==> config.mk <==
export PLATFORM = sky130hd
export DESIGN_NAME = oneshot_pw_gen
export DESIGN_NICKNAME = d
export VERILOG_FILES = /design/src/rtl/oneshot_pw_pkg.sv /design/src/rtl/oneshot_edge_det.sv /design/src/rtl/oneshot_width_calc.sv /design/src/rtl/oneshot_seq.sv /design/src/rtl/oneshot_pw_gen.sv
export SDC_FILE = /design/constraint.sdc
export NUM_CORES = 1
export LEC_CHECK = 0
export BUFFER_PORTS_ARGS = -buffer_cell sky130_fd_sc_hd__buf_2
export CORE_MARGIN = 1.5
export CORE_UTILIZATION = 40
export CTS_CLUSTER_SIZE = 14
export DETAILED_ROUTE_END_ITERATION = 7
export GPL_TIMING_DRIVEN = 0
export SYNTH_ARGS = -nofsm -noshare
export SYNTH_HDL_FRONTEND = slang
export SYNTH_SLANG_ARGS = --single-unit
==> constraint.sdc <==
create_clock -name clk_i -period 2.28 [get_ports clk_i]
set_input_delay 0.342 -clock clk_i [delete_from_list [all_inputs] [get_ports clk_i]]
set_output_delay 0.342 -clock clk_i [all_outputs]
set_load 0.02 [all_outputs]
==> src/rtl/oneshot_pw_pkg.sv <==
package oneshot_pw_pkg;

   typedef enum logic [1:0] {
      OS_IDLE    = 2'd0,
      OS_DELAY   = 2'd1,
      OS_PULSE   = 2'd2,
      OS_RECOVER = 2'd3
   } os_state_e;

   function automatic bit is_pow2(input int v);
      return (v > 0) && ((v & (v - 1)) == 0);
   endfunction

   function automatic int max3(input int a, input int b, input int c);
      int m;
      m = (a > b) ? a : b;
      return (m > c) ? m : c;
   endfunction

endpackage

==> src/rtl/oneshot_edge_det.sv <==
module oneshot_edge_det #(
   parameter int SYNC_STAGES = 2
) (
   input  logic clk_i,
   input  logic rst_i,
   input  logic din_i,
   output logic rise_o
);
   logic [SYNC_STAGES-1:0] chain_q;
   logic                   last_q;

   for (genvar i = 0; i < SYNC_STAGES; i++) begin : g_stage
      if (i == 0) begin : g_first
         always_ff @(posedge clk_i or posedge rst_i) begin
            if (rst_i) chain_q[0] <= 1'b0;
            else       chain_q[0] <= din_i;
         end
      end else begin : g_next
         always_ff @(posedge clk_i or posedge rst_i) begin
            if (rst_i) chain_q[i] <= 1'b0;
            else       chain_q[i] <= chain_q[i-1];
         end
      end
   end

   always_ff @(posedge clk_i or posedge rst_i) begin
      if (rst_i) last_q <= 1'b0;
      else       last_q <= chain_q[SYNC_STAGES-1];
   end

   assign rise_o = chain_q[SYNC_STAGES-1] & ~last_q;
endmodule

==> src/rtl/oneshot_width_calc.sv <==
module oneshot_width_calc
   import oneshot_pw_pkg::*;
#(
   parameter int ADDR_W = 3,
   parameter int BASE_W = 3,
   parameter int STEP_W = 2,
   parameter int CNT_W  = 5
) (
   input  logic [ADDR_W-1:0] sel_i,
   output logic [CNT_W-1:0]  width_o
);
   localparam logic [CNT_W-1:0] BASE_V = CNT_W'(BASE_W);

   if (is_pow2(STEP_W)) begin : g_shift
      localparam int SHIFT = $clog2(STEP_W);
      assign width_o = BASE_V + (CNT_W'(sel_i) << SHIFT);
   end else begin : g_mult
      localparam logic [CNT_W-1:0] STEP_V = CNT_W'(STEP_W);
      assign width_o = BASE_V + STEP_V * CNT_W'(sel_i);
   end
endmodule

==> src/rtl/oneshot_seq.sv <==
module oneshot_seq
   import oneshot_pw_pkg::*;
#(
   parameter int CNT_W     = 5,
   parameter int START_DLY = 2,
   parameter int RECOV_CYC = 4
) (
   input  logic             clk_i,
   input  logic             rst_i,
   input  logic             rise_i,
   input  logic [CNT_W-1:0] width_i,
   output os_state_e        state_o,
   output logic [CNT_W-1:0] cnt_o,
   output logic             active_o
);
   localparam logic [CNT_W-1:0] DLY_LAST = CNT_W'(START_DLY - 1);
   localparam logic [CNT_W-1:0] REC_LAST = CNT_W'(RECOV_CYC - 1);
   localparam logic [CNT_W-1:0] ONE      = CNT_W'(1);

   os_state_e        state_q;
   logic [CNT_W-1:0] cnt_q;

   always_ff @(posedge clk_i or posedge rst_i) begin
      if (rst_i) begin
         state_q <= OS_IDLE;
         cnt_q   <= '0;
      end else begin
         case (state_q)
            OS_IDLE: begin
               cnt_q <= '0;
               if (rise_i) state_q <= OS_DELAY;
            end
            OS_DELAY: begin
               if (cnt_q >= DLY_LAST) begin
                  state_q <= OS_PULSE;
                  cnt_q   <= '0;
               end else begin
                  cnt_q <= cnt_q + ONE;
               end
            end
            OS_PULSE: begin
               if (cnt_q >= width_i - ONE) begin
                  state_q <= OS_RECOVER;
                  cnt_q   <= '0;
               end else begin
                  cnt_q <= cnt_q + ONE;
               end
            end
            default: begin
               if (cnt_q >= REC_LAST) begin
                  state_q <= OS_IDLE;
                  cnt_q   <= '0;
               end else begin
                  cnt_q <= cnt_q + ONE;
               end
            end
         endcase
      end
   end

   assign state_o  = state_q;
   assign cnt_o    = cnt_q;
   assign active_o = (state_q == OS_PULSE);
endmodule

==> src/rtl/oneshot_pw_gen.sv <==
module oneshot_pw_gen
   import oneshot_pw_pkg::*;
#(
   parameter int ADDR_W      = 3,
   parameter int BASE_W      = 3,
   parameter int STEP_W      = 2,
   parameter int START_DLY   = 2,
   parameter int RECOV_CYC   = 4,
   parameter int SYNC_STAGES = 2
) (
   input  logic              clk_i,
   input  logic              rst_i,
   input  logic              fire_i,
   input  logic [ADDR_W-1:0] sel_i,
   output logic              pulse_o,
   output logic              pulse_n_o
);
   localparam int MAX_W   = BASE_W + STEP_W * ((1 << ADDR_W) - 1);
   localparam int MAX_CNT = max3(MAX_W, START_DLY, RECOV_CYC);
   localparam int CNT_W   = $clog2(MAX_CNT + 1);

   // elaboration-time parameter checks
   if (BASE_W < 1) begin : g_bad_base
      $error("BASE_W must be at least 1");
   end
   if (STEP_W < 1) begin : g_bad_step
      $error("STEP_W must be at least 1");
   end
   if (START_DLY < 1) begin : g_bad_dly
      $error("START_DLY must be at least 1");
   end
   if (RECOV_CYC < 1) begin : g_bad_rec
      $error("RECOV_CYC must be at least 1");
   end
   if (SYNC_STAGES < 2) begin : g_bad_sync
      $error("SYNC_STAGES must be at least 2");
   end

   logic             rise_w;
   logic [CNT_W-1:0] width_w;
   logic [CNT_W-1:0] cnt_w;
   os_state_e        state_w;
   logic             active_w;

   oneshot_edge_det #(
      .SYNC_STAGES(SYNC_STAGES)
   ) u_edge (
      .clk_i (clk_i),
      .rst_i (rst_i),
      .din_i (fire_i),
      .rise_o(rise_w)
   );

   oneshot_width_calc #(
      .ADDR_W(ADDR_W),
      .BASE_W(BASE_W),
      .STEP_W(STEP_W),
      .CNT_W (CNT_W)
   ) u_width (
      .sel_i  (sel_i),
      .width_o(width_w)
   );

   oneshot_seq #(
      .CNT_W    (CNT_W),
      .START_DLY(START_DLY),
      .RECOV_CYC(RECOV_CYC)
   ) u_seq (
      .clk_i   (clk_i),
      .rst_i   (rst_i),
      .rise_i  (rise_w),
      .width_i (width_w),
      .state_o (state_w),
      .cnt_o   (cnt_w),
      .active_o(active_w)
   );

   assign pulse_o   = active_w;
   assign pulse_n_o = ~active_w;
endmodule

After elaboration in Yosys (flattened, before gate mapping)

Index checks and enable logic that the tools add are counted.

Register bits after elaboration: 10
Bits of input ports: 6
Output and inout port bits: 2

Add/subtract/negate cells: 3
Magnitude comparators: 3
Equality and inequality tests: 5
Mux-type cells: 9
Bitwise gates (word level): 3
Reduce and logical (&&, ||, !) cells: 3

Operators by type and width:

| operator              | count |
|---|---|
| $mux W5               | 3 |
| $pmux W5 S3           | 1 |
| $mux W2               | 4 |
| $pmux W2 S3           | 1 |
| $add A2 B4 Y5 const A | 1 |
| $add A5 B1 Y5 const B | 1 |
| $ge A5 B1 Y1 const B  | 1 |
| $ge A5 B2 Y1 const B  | 1 |
| $ge A5 B5 Y1          | 1 |
| $sub A5 B1 Y5 const B | 1 |
| $ne A2 B1 Y1 const B  | 2 |
| $reduce_and A4 Y1     | 1 |
| $reduce_bool A4 Y1    | 1 |
| $eq A2 B1 Y1 const B  | 1 |
| $eq A2 B2 Y1 const B  | 1 |
| $logic_not A2 Y1      | 1 |
| $ne A2 B2 Y1 const B  | 1 |
| $not A1 Y1            | 2 |
| $and A1 B1 Y1         | 1 |

Depth between registers and ports, before layout

Word-level depth: 5
Gate-level depth with buffers: 7

Cells and area by module

A second synthesis with hierarchy kept.

Cells, all modules: 75
Area total of the unflattened synthesis: 757.0 um^2

By module, submodules not included:

| module             | times used | cells an instance | area an instance (um^2) |
|---|---|---|---|
| oneshot_seq        | 1          | 63                | 618.1 |
| oneshot_edge_det   | 1          | 5                 | 92.6 |
| oneshot_width_calc | 1          | 6                 | 42.5 |
| oneshot_pw_gen     | 1          | 1                 | 3.8 |

Worst setup path after synthesis

Ideal clock, no wire load.

Path type: register to register
Start point: reg u_seq.state_q[0], in the netlist u_seq.state_o[0]
End point: reg u_seq.state_q[1], in the netlist u_seq.state_o[1]
Setup time: 125 ps
Data arrival time: 1962 ps
Required time: 2155 ps
Setup slack: 192 ps
Stages on the path, launching flop included: 8
Cells stage by stage: dfrtp_1 > inv_1 > ha_1 > inv_1 > nor4_1 > a221o_1 > a221o_2 > mux2_4

Longest elaborated chain between the ends: 3
Elaborated cells on any way between the ends: 9
Classes of those cells: 5 x eq/ne; 1 x mux; 3 x reduce/logical

Ends and longest elaborated chain:

| what                                                                | RTL line             | source |
|---|---|---|
| start, declared                                                     | oneshot_seq.sv:20    | `os_state_e state_q;` |
| start signal, assigned                                              | oneshot_seq.sv:25    | `state_q <= OS_IDLE;` |
| start signal, assigned                                              | oneshot_seq.sv:31    | `if (rise_i) state_q <= OS_DELAY;` |
| start signal, assigned                                              | oneshot_seq.sv:35    | `state_q <= OS_PULSE;` |
| $eq A2 B2 Y1 *                                                      | -                    |  |
| named net pulse_o                                                   | oneshot_pw_gen.sv:15 | `output logic pulse_o,` |
| $ne A2 B1 Y1 (no line) / $reduce_bool A4 Y1 (equally long branches) | -                    |  |
| $reduce_and A4 Y1 (no line)                                         | -                    |  |

The timed path passes the listed nets; every way through them passes the cells marked *.
A chain may end at the register's enable or synchronous reset.

Worst setup path in the final report

Start point: in sel_i[0]
End point: reg u_seq.state_q[1], in the netlist u_seq.state_o[1]

Longest elaborated chain between the ends: 5

Ends and longest elaborated chain:

| what                        | RTL line                 | source |
|---|---|---|
| start, declared             | oneshot_pw_gen.sv:14     | `input logic [ADDR_W-1:0] sel_i,` |
| $add A2 B4 Y5               | oneshot_width_calc.sv:16 | `assign width_o = BASE_V + (CNT_W'(sel_i) << SHIFT);` |
| $sub A5 B1 Y5               | oneshot_seq.sv:42        | `if (cnt_q >= width_i - ONE) begin` |
| $ge A5 B5 Y1                | oneshot_seq.sv:42        |  |
| $ne A2 B1 Y1 (no line)      | -                        |  |
| $reduce_and A4 Y1 (no line) | -                        |  |
| end signal, assigned        | oneshot_seq.sv:35        |  |
| end signal, assigned        | oneshot_seq.sv:43        | `state_q <= OS_RECOVER;` |
| end signal, assigned        | oneshot_seq.sv:51        | `state_q <= OS_IDLE;` |

Every way passes these cells.

==> flow_metrics.tcl <==
set metrics [dict create \
    p_leak_uw 0.000365 \
    fin_crit_ps 2000 \
    layout_common_cells "ha_1 (11), dfrtp_1 (10), inv_1 (7), buf_2 (7), nor2_1 (5)" \
    tns_ps 0 \
    grt_pass1_wl_um 1550 \
    core_sq_um 1370 \
    die_w_um 42.0 \
    final_max_slew_viol_count 0 \
    htree_levels 1 \
    mostFrequentLayoutCell "ha_1" \
    synth_largest_area_cell "dfrtp_1" \
    clock_latency_ps 250 \
    worstSetupStartpoint "sel_i[0]" \
    grt_pass1_vias 397 \
    max_cap_violations 0 \
    hp-class "in2async" \
    place_hpwl_um 722 \
    postCtsSetupBuffers 0 \
    fin_area_sq_um 698 \
    cp-end-kind "flip-flop" \
    yosysTopAreaCellShare_pct 41.2 \
    synth_nets 73 \
    synth_seq_area_share_pct 41.2 \
    cts_root_buf "clkbuf_4" \
    crit_fanout 3 \
    antenna_cells 0 \
    clk_pin_slew_ps 60 \
    dpl_cell_area_sq_um 662 \
    synth_seq_cells 10 \
    wl_per_cell_um 10.5 \
    synthCells 56 \
    overflow 0 \
    required_ps 2420 \
    cts_tree "done" \
    finalSetupViolCount 0 \
    num-nets-final 85 \
    gp_congestion 0.752 \
    vdd_drop_max_v 0.000490 \
    final_layout_size_suffix_gt1_share_pct 20.9 \
    avgViaCountPerCell 4.87 \
    start_util_pct 44.5 \
    worst_slew_pin_slew_ps 356 \
    r2r_cells 5 \
    clock_path_buffers 2 \
    fin_crit_sh_pct 87.9 \
    die-area_sq_um 1760 \
    syn_area_per_cell_sq_um 10.9 \
    netlist_area_sq_um 608 \
    fmax_mhz 499 \
    cts.hold.buffers_added 0 \
    ios 8 \
    synth.area.top_cells "dfrtp_1 (41%), ha_1 (23%), inv_1 (4.3%), mux2i_1 (3.3%), nor2_1 (3.1%)" \
    area_delta_synth_final_pct 14.8 \
    ant_nets 0 \
    rr_startpoint "u_seq.cnt_o[1]" \
    ys.warnings.count 0 \
    hold_viol 0 \
    grt_max_degree 11 \
    dr.pass1.iters 3 \
    fp.dieH_um 42.0 \
    powerDensity_nw_per_um2 1200 \
    rsz0062_at_grt "no" \
    slew_headroom_pct 75.6 \
    drt-initial-drc-count 3 \
    numCtsBuffers 3 \
    status "finished, final reports clean" \
    antenna_found_initial 0 \
    drcViolationCount 0 \
    num_vias 399 \
    startpoint_type "input pin" \
    finClkSkew_ps 0.966 \
    ys_types 19 \
    cp.arrival_ps 2140 \
    rows 13 \
    finalWirelength_um 859 \
    critPathKind "in2reg" \
    numClockSinks 10 \
    portBuffers 7 \
    cts_resized 0 \
    track_usage_pct 11.8 \
]
==> cells by family (layout without fill, tap and decap cells) <==
logic type / count (synthesis) / after routing / share of synthesized area, %
AO/OA/AOI/OAI: 6 / 6 / 7.61
XOR/XNOR: 4 / 4 / 5.76
adder cells (fa/ha/maj): 11 / 11 / 22.6
buffers and inverters: 7 / 18 / 4.32
flip-flops: 10 / 10 / 41.2
multiplexers: 3 / 3 / 5.76
AND/OR/NAND/NOR: 15 / 15 / 12.8
==> critical path: stages <==
cell and delay (ps):
buf_2 120, ha_1 210, xnor2_1 130, ha_1 270
o21ai_0 80, a221o_1 340, a221o_2 350, mux2_4 310
==> layout make-up <==
type | instances | area (sq um)
Inverter | 7 | 26.3
Clock buffer | 4 | 36.3
Sequential cell | 10 | 250
Multi-Input combinational cell | 39 | 332
Fill cell | 130 | 668
Tap cell | 15 | 18.8
Timing Repair Buffer | 7 | 35.0
==> state kept, by name, indices dropped and copies added, names as in the netlist <==
name / flops
u_edge.chain_q: 2
u_edge.last_q: 1
u_seq.cnt_o: 5
u_seq.state_o: 2
==> Yosys cell counts (all sizes together) <==
library cell	number
ha	11
dfrtp	10
inv	7
nor2	5
nand3	3
a221o	2
mux2i	2
nor3	2
nor4	2
o21ai	2
xnor2	2
xor2	2
a211oi	1
mux2	1
nand2b	1
o21bai	1
or2b	1
or3	1
==> path summary, 6_finish.rpt <==
path	end	slack, ps
max	u_seq.state_o[1]	280
min	u_seq.cnt_o[2]	40
max reg2reg	u_seq.state_o[1]	310
min reg2reg	u_edge.chain_q[1]	360
max in group asynchronous	u_seq.cnt_o[3]	1980
min in group clk_i	u_edge.chain_q[0]	190
==> where the power goes <==
part	switching [uW]	total [uW]	internal (uW)
logic	219	418	199
clock network	52.5	149	96.5
registers	46.9	269	222
==> stage by stage <==
stage,setup slack [ps],cells,total power (uW),hold slack (ps),util (%)
finish,275,82,836,41.7,51.1
floorplan,192,56,601,182,-
CTS,278,82,852,47.1,51.1
detailed placement,10.0,78,697,327,48.4
global route,200,82,925,70.2,51.1
global placement,24.5,78,689,326,48.4
==> layer usage <==
metal  part of all wire, %  track usage [%]  wire length [um]  vias up
met2                    39             16.6               336        8
met1                    56             16.0               477      173
met4                   1.6             9.68                14        0
li1                      -                -                 -      216
met3                   3.6             1.29                31        2
met5                     0                0                 0        -
Power figures use the tool's default switching activity.
